[config.mk]
export PLATFORM = sky130hd
export DESIGN_NAME = gpio_edge_port
export DESIGN_NICKNAME = d
export VERILOG_FILES = /design/src/rtl/gpio_edge_pkg.sv /design/src/rtl/gpio_sync.sv /design/src/rtl/gpio_glitch_filter.sv /design/src/rtl/gpio_edge_flags.sv /design/src/rtl/gpio_edge_port.sv
export SDC_FILE = /design/constraint.sdc
export NUM_CORES = 1
export LEC_CHECK = 0
export BUFFER_PORTS_ARGS = -buffer_cell sky130_fd_sc_hd__buf_2
export CAP_MARGIN = 20
export CORE_MARGIN = 2
export CORE_UTILIZATION = 55
export CTS_BUF_LIST = sky130_fd_sc_hd__clkbuf_16
export CTS_CLUSTER_SIZE = 8
export DETAILED_ROUTE_END_ITERATION = 6
export PLACE_DENSITY = 0.81
export SETUP_SLACK_MARGIN = 0.1
export SYNTH_ARGS = -nofsm -noshare
export SYNTH_HDL_FRONTEND = slang
export SYNTH_SLANG_ARGS = --single-unit
export TNS_END_PERCENT = 50
[constraint.sdc]
create_clock -name clk -period 1.5 [get_ports clk]
set_input_delay 0.3 -clock clk [delete_from_list [all_inputs] [get_ports clk]]
set_output_delay 0.3 -clock clk [all_outputs]
set_load 0.02 [all_outputs]
[src/rtl/gpio_edge_pkg.sv]
package gpio_edge_pkg;
  localparam int ADDR_W = 3;

  typedef enum logic [ADDR_W-1:0] {
    REG_DIR      = 3'd0,
    REG_DATA     = 3'd1,
    REG_PULL_EN  = 3'd2,
    REG_PULL_SEL = 3'd3,
    REG_IRQ_EN   = 3'd4,
    REG_IRQ_FLAG = 3'd5
  } reg_addr_e;
endpackage

[src/rtl/gpio_sync.sv]
module gpio_sync #(
  parameter int W      = 8,
  parameter int STAGES = 2
) (
  input  logic         clk,
  input  logic         rst,
  input  logic [W-1:0] d,
  output logic [W-1:0] q
);
  logic [W-1:0] stage_q [STAGES];

  generate
    for (genvar s = 0; s < STAGES; s++) begin : g_stage
      if (s == 0) begin : g_first
        always_ff @(posedge clk) begin
          if (rst) stage_q[s] <= '0;
          else     stage_q[s] <= d;
        end
      end else begin : g_next
        always_ff @(posedge clk) begin
          if (rst) stage_q[s] <= '0;
          else     stage_q[s] <= stage_q[s-1];
        end
      end
    end
  endgenerate

  assign q = stage_q[STAGES-1];
endmodule

[src/rtl/gpio_glitch_filter.sv]
module gpio_glitch_filter #(
  parameter int FILT_LEN = 4
) (
  input  logic clk,
  input  logic rst,
  input  logic raw,
  output logic lvl
);
  localparam int CNT_W = (FILT_LEN > 1) ? $clog2(FILT_LEN) : 1;
  localparam logic [CNT_W-1:0] LAST = CNT_W'(FILT_LEN - 1);

  logic [CNT_W-1:0] cnt_q;
  logic             lvl_q;

  always_ff @(posedge clk) begin
    if (rst) begin
      cnt_q <= '0;
      lvl_q <= 1'b0;
    end else if (raw != lvl_q) begin
      if (cnt_q == LAST) begin
        lvl_q <= raw;
        cnt_q <= '0;
      end else begin
        cnt_q <= cnt_q + 1'b1;
      end
    end else begin
      cnt_q <= '0;
    end
  end

  assign lvl = lvl_q;
endmodule

[src/rtl/gpio_edge_flags.sv]
module gpio_edge_flags #(
  parameter int NPINS = 8
) (
  input  logic             clk,
  input  logic             rst,
  input  logic [NPINS-1:0] lvl,
  input  logic [NPINS-1:0] rise_sel,
  input  logic [NPINS-1:0] clr,
  output logic [NPINS-1:0] edge_hit,
  output logic [NPINS-1:0] flag
);
  logic [NPINS-1:0] prev_q;
  logic [NPINS-1:0] flag_q;

  always_comb begin
    for (int i = 0; i < NPINS; i++) begin
      edge_hit[i] = rise_sel[i] ? (lvl[i] & ~prev_q[i]) : (~lvl[i] & prev_q[i]);
    end
  end

  always_ff @(posedge clk) begin
    if (rst) begin
      prev_q <= '0;
      flag_q <= '0;
    end else begin
      prev_q <= lvl;
      flag_q <= (flag_q & ~clr) | edge_hit;
    end
  end

  assign flag = flag_q;
endmodule

[src/rtl/gpio_edge_port.sv]
module gpio_edge_port
  import gpio_edge_pkg::*;
#(
  parameter int NPINS    = 8,
  parameter int FILT_LEN = 4
) (
  input  logic              clk,
  input  logic              rst,
  input  logic              bus_sel,
  input  logic              bus_wr,
  input  logic [ADDR_W-1:0] bus_addr,
  input  logic [NPINS-1:0]  bus_wdata,
  output logic [NPINS-1:0]  bus_rdata,
  input  logic [NPINS-1:0]  pin_in,
  output logic [NPINS-1:0]  pin_out,
  output logic [NPINS-1:0]  pin_oe,
  output logic [NPINS-1:0]  pad_pull_en,
  output logic [NPINS-1:0]  pad_pull_sel,
  output logic              irq
);
  logic [NPINS-1:0] dir_q, data_q, pen_q, psel_q, ien_q, rdata_q;
  logic [NPINS-1:0] sync_lvl, filt_lvl, flag_q, edge_hit, clr_mask;
  logic             irq_q;
  logic             wr_en, rd_en;

  assign wr_en = bus_sel & bus_wr;
  assign rd_en = bus_sel & ~bus_wr;

  gpio_sync #(.W(NPINS), .STAGES(2)) sync_i (
    .clk(clk), .rst(rst), .d(pin_in), .q(sync_lvl)
  );

  generate
    for (genvar p = 0; p < NPINS; p++) begin : g_filt
      gpio_glitch_filter #(.FILT_LEN(FILT_LEN)) filt_i (
        .clk(clk), .rst(rst), .raw(sync_lvl[p]), .lvl(filt_lvl[p])
      );
    end
  endgenerate

  assign clr_mask = (wr_en && bus_addr == REG_IRQ_FLAG) ? bus_wdata : '0;

  gpio_edge_flags #(.NPINS(NPINS)) flags_i (
    .clk(clk), .rst(rst), .lvl(filt_lvl), .rise_sel(psel_q),
    .clr(clr_mask), .edge_hit(edge_hit), .flag(flag_q)
  );

  always_ff @(posedge clk) begin
    if (rst) begin
      dir_q  <= '0;
      data_q <= '0;
      pen_q  <= '0;
      psel_q <= '0;
      ien_q  <= '0;
    end else if (wr_en) begin
      case (reg_addr_e'(bus_addr))
        REG_DIR:      dir_q  <= bus_wdata;
        REG_DATA:     data_q <= bus_wdata;
        REG_PULL_EN:  pen_q  <= bus_wdata;
        REG_PULL_SEL: psel_q <= bus_wdata;
        REG_IRQ_EN:   ien_q  <= bus_wdata;
        default:      ;
      endcase
    end
  end

  always_ff @(posedge clk) begin
    if (rst) begin
      rdata_q <= '0;
    end else if (rd_en) begin
      case (reg_addr_e'(bus_addr))
        REG_DIR:      rdata_q <= dir_q;
        REG_DATA:     rdata_q <= (data_q & dir_q) | (sync_lvl & ~dir_q);
        REG_PULL_EN:  rdata_q <= pen_q;
        REG_PULL_SEL: rdata_q <= psel_q;
        REG_IRQ_EN:   rdata_q <= ien_q;
        REG_IRQ_FLAG: rdata_q <= flag_q;
        default:      rdata_q <= '0;
      endcase
    end
  end

  always_ff @(posedge clk) begin
    if (rst) irq_q <= 1'b0;
    else     irq_q <= |(flag_q & ien_q);
  end

  assign bus_rdata    = rdata_q;
  assign pin_out      = data_q;
  assign pin_oe       = dir_q;
  assign pad_pull_en  = pen_q;
  assign pad_pull_sel = psel_q;
  assign irq          = irq_q;
endmodule

==> results.cfg <==
[floorplan]
fp.dieW_um = 91.7
ios = 64
die_h_um = 91.7
start_util_pct = 57.7
dieArea_mm2 = 0.00841
rows = 31
core_mm2 = 0.00733

[clock_network]
cts_buffers = 9
cts_sinks = 105
clockBufferDepth = 2
root_buffer = clkbuf_16
cts_tree = yes
post-cts-setup-buffer-count = 0
path_clk_slew_ns = 0.07
ctsHoldBuffers = 0
clkLatencyLatePin_ns = 0.34
htree_levels = 3

[timing]
hold_violations = 0
holdWs_ns = 0.166
final.setup.tns_ns = 0
slew_violations = 0
worst_pin_slew_ns = 0.433
rsz0062_at_grt = false
skew_ns = 0.00692
relSlewSlack_pct = 71.1
period_needed_ns = 1.31
setup_viol = 0
fin_crit_sh_pct = 87.5
layout_setup_ws_ns = 0.188
fmax_mhz = 762

[worst_setup_path]
worstReg2RegStart = pin_oe[1]
slowest_stage = or3_1
start_kind = input port
rr_endpoint = bus_rdata[1]
critical-path-max-stage-delay_ns = 0.51
arrival_ns = 1.53
cp.depth = 5
critPathBufInv = 1
path_cells = buf_2, nand2b_1, or3_1, o21ai_0, a21oi_1
path_class = in -> reg
end_kind = register
cp.required_ns = 1.72
path_delay_family = simple AND/OR/NAND/NOR gates
worst-r2r-cell-count = 4
worst-r2r-setup-slack_ns = 0.24
cp_max_fo = 10

[job]
drv_cap = 0

[final_layout]
antenna_cells = 0
drive_above_1_share_pct = 24.1
fin_nets = 577
postLayoutCoreUtil_pct = 71.5
syn_to_final_growth_pct = 23.9
fill_cells = 548

[routing]
drc_errors = 0
vias = 3537
ant_nets = 0
first_iter_violations = 406
wirelength_um = 10400
wl_per_cell_um = 16.1
vias_per_cell = 5.44
dr.pass1.iters = 5

[min_path]
min_to = sync_i.stage_q[0][0]
hold_path_class = in -> reg
hold_path.startpoint = pin_in[0]
hold_depth = 2

[grt]
grt_util_all_layers_pct = 26.0
grt_max_degree = 20
grt_pass1_wl_um = 17600
first_global_vias = 3652
antenna_found_initial = 0
grt.overflow.total = 0

[power_and_ir_drop]
power_uw = 5750
irDropWorstVdd_mv = 0.828
p_per_area_mw_per_mm2 = 1100
leakage_uw = 0.00223

[synth]
synth_cell_type_count = 40
syn_area_mm2 = 0.00423
synth_warnings = 0
ys_ff_latch = 105
seq_area_frac_synth_pct = 49.7
synth_nets = 477
postSynthCellCount = 446
avgSynthCellArea_um2 = 9.48

[place]
hpwl_um = 7520
pre_cts_ws_ns = -0.101
port_buffers = 63
place_congestion = 0.964

[outcome]
status = completed
[cell usage after synthesis (all sizes together)]
library cell	number	area [µm²]
o21ai	21	105
buf	7	56.3
a22o	2	17.5
nor3	3	37.5
or3b	2	17.5
and3	1	6.26
a222oi	2	20.0
o32ai	2	17.5
nand2b	2	12.5
inv	17	63.8
o22a	1	8.76
mux2	4	45.0
a211oi	5	37.5
a41oi	1	8.76
mux2i	49	490
nor3b	2	20.0
or3	10	62.6
xnor2	8	70.1
nand2	18	67.6
a2111oi	1	8.76
nor2	85	319
a22oi	6	45.0
ha	8	100
nand3	1	5.00
nand3b	4	42.5
dfxtp	105	2100
or2	1	6.26
a21oi	32	160
clkbuf	12	45.0
a311oi	3	26.3
a211o	3	26.3
nor2b	27	169
o2bb2ai	1	8.76
[what timing repair did]
action	4_1_cts	5_1_grt
gates resized for setup	0	1
hold endpoints to repair	0	0
setup endpoints to repair	0	1
[metal layers]
| layer | GRT usage (%) | vias to the layer above | routed length, µm |
|---|---|---|---|
| met5 | 0 | - | 0 |
| met3 | 4.03 | 21 | 591 |
| met1 | 33.0 | 1658 | 4500 |
| li1 | - | 1728 | - |
| met2 | 45.2 | 130 | 5160 |
| met4 | 9.20 | 0 | 199 |
[flip-flops by register name, summed over array words and instances (netlist names)]
signal and count:
irq 1, pin_out 8, bus_rdata 8, sync_i.stage_q 16
flags_i.flag 8, flags_i.prev_q 8, g_filt.filt_i.cnt_q 16, g_filt.filt_i.lvl 8
pad_pull_sel 8, pin_oe 8, pad_pull_en 8, ien_q 8
[cell type report]
cell class | count | area (µm²) | share of cell area [%]
flip-flops and latches | 105 | 2100 | 40.1
multi-input cells | 305 | 1960 | 37.4
repair buffers | 108 | 666 | 12.7
clock buffers | 9 | 225 | 4.30
well taps | 99 | 124 | 2.36
clock inverters | 7 | 95.1 | 1.82
inverters | 17 | 63.8 | 1.22
[placed cells by master, fill, tap and decap left out, types with 4 or more instances in the layout]
cell type  instances
dfxtp_1          104
nor2_1            85
buf_2             63
mux2i_1           49
buf_4             44
a21oi_1           32
nor2b_1           27
o21ai_0           21
inv_1             18
nand2_1           18
or3_1             10
clkbuf_16          9
xnor2_1            8
ha_1               8
a22oi_1            6
a211oi_1           5
mux2_2             4
[where the power goes]
part	internal (µW)	switching, µW	leakage, µW
clock	1460	1000	0.000156
combinational	171	230	0.00122
sequential	2840	38.5	0.000852
[cells by family after synthesis]
group,count (synthesis),synth area share [%]
compound gates,80,11.6
xor+xnor,8,1.66
fa+ha+maj,8,2.37
buf+inv,36,3.90
flops,105,49.7
mux,53,12.7
simple gates,156,18.1
[how the worst max path moves through the flow]
stage                      from         endpoint
CTS                   pin_oe[1]     bus_rdata[1]
detailed placement  bus_addr[2]       pin_out[0]
global route        bus_addr[1]  flags_i.flag[1]
floorplan             pin_oe[1]     bus_rdata[1]
finish              bus_addr[1]  flags_i.flag[4]
global placement    bus_addr[2]       pin_out[0]
[worst register-to-register path, cell delays in order (launching register included)]
cell,delay [ns]
dfxtp_2,0.37
or3b_2,0.45
a21oi_1,0.14
a2111oi_0,0.07
nor3_1,0.16
[through the flow]
| step | area, µm² | cells |
|---|---|---|
| after floorplan | 4230 | 446 |
| after global placement | 4920 | 634 |
| after detailed placement | 4920 | 634 |
| after CTS | 5240 | 650 |
| after global routing | 5240 | 650 |
| final | 5240 | 650 |
Note: power is estimated with default switching activity, not from simulation.
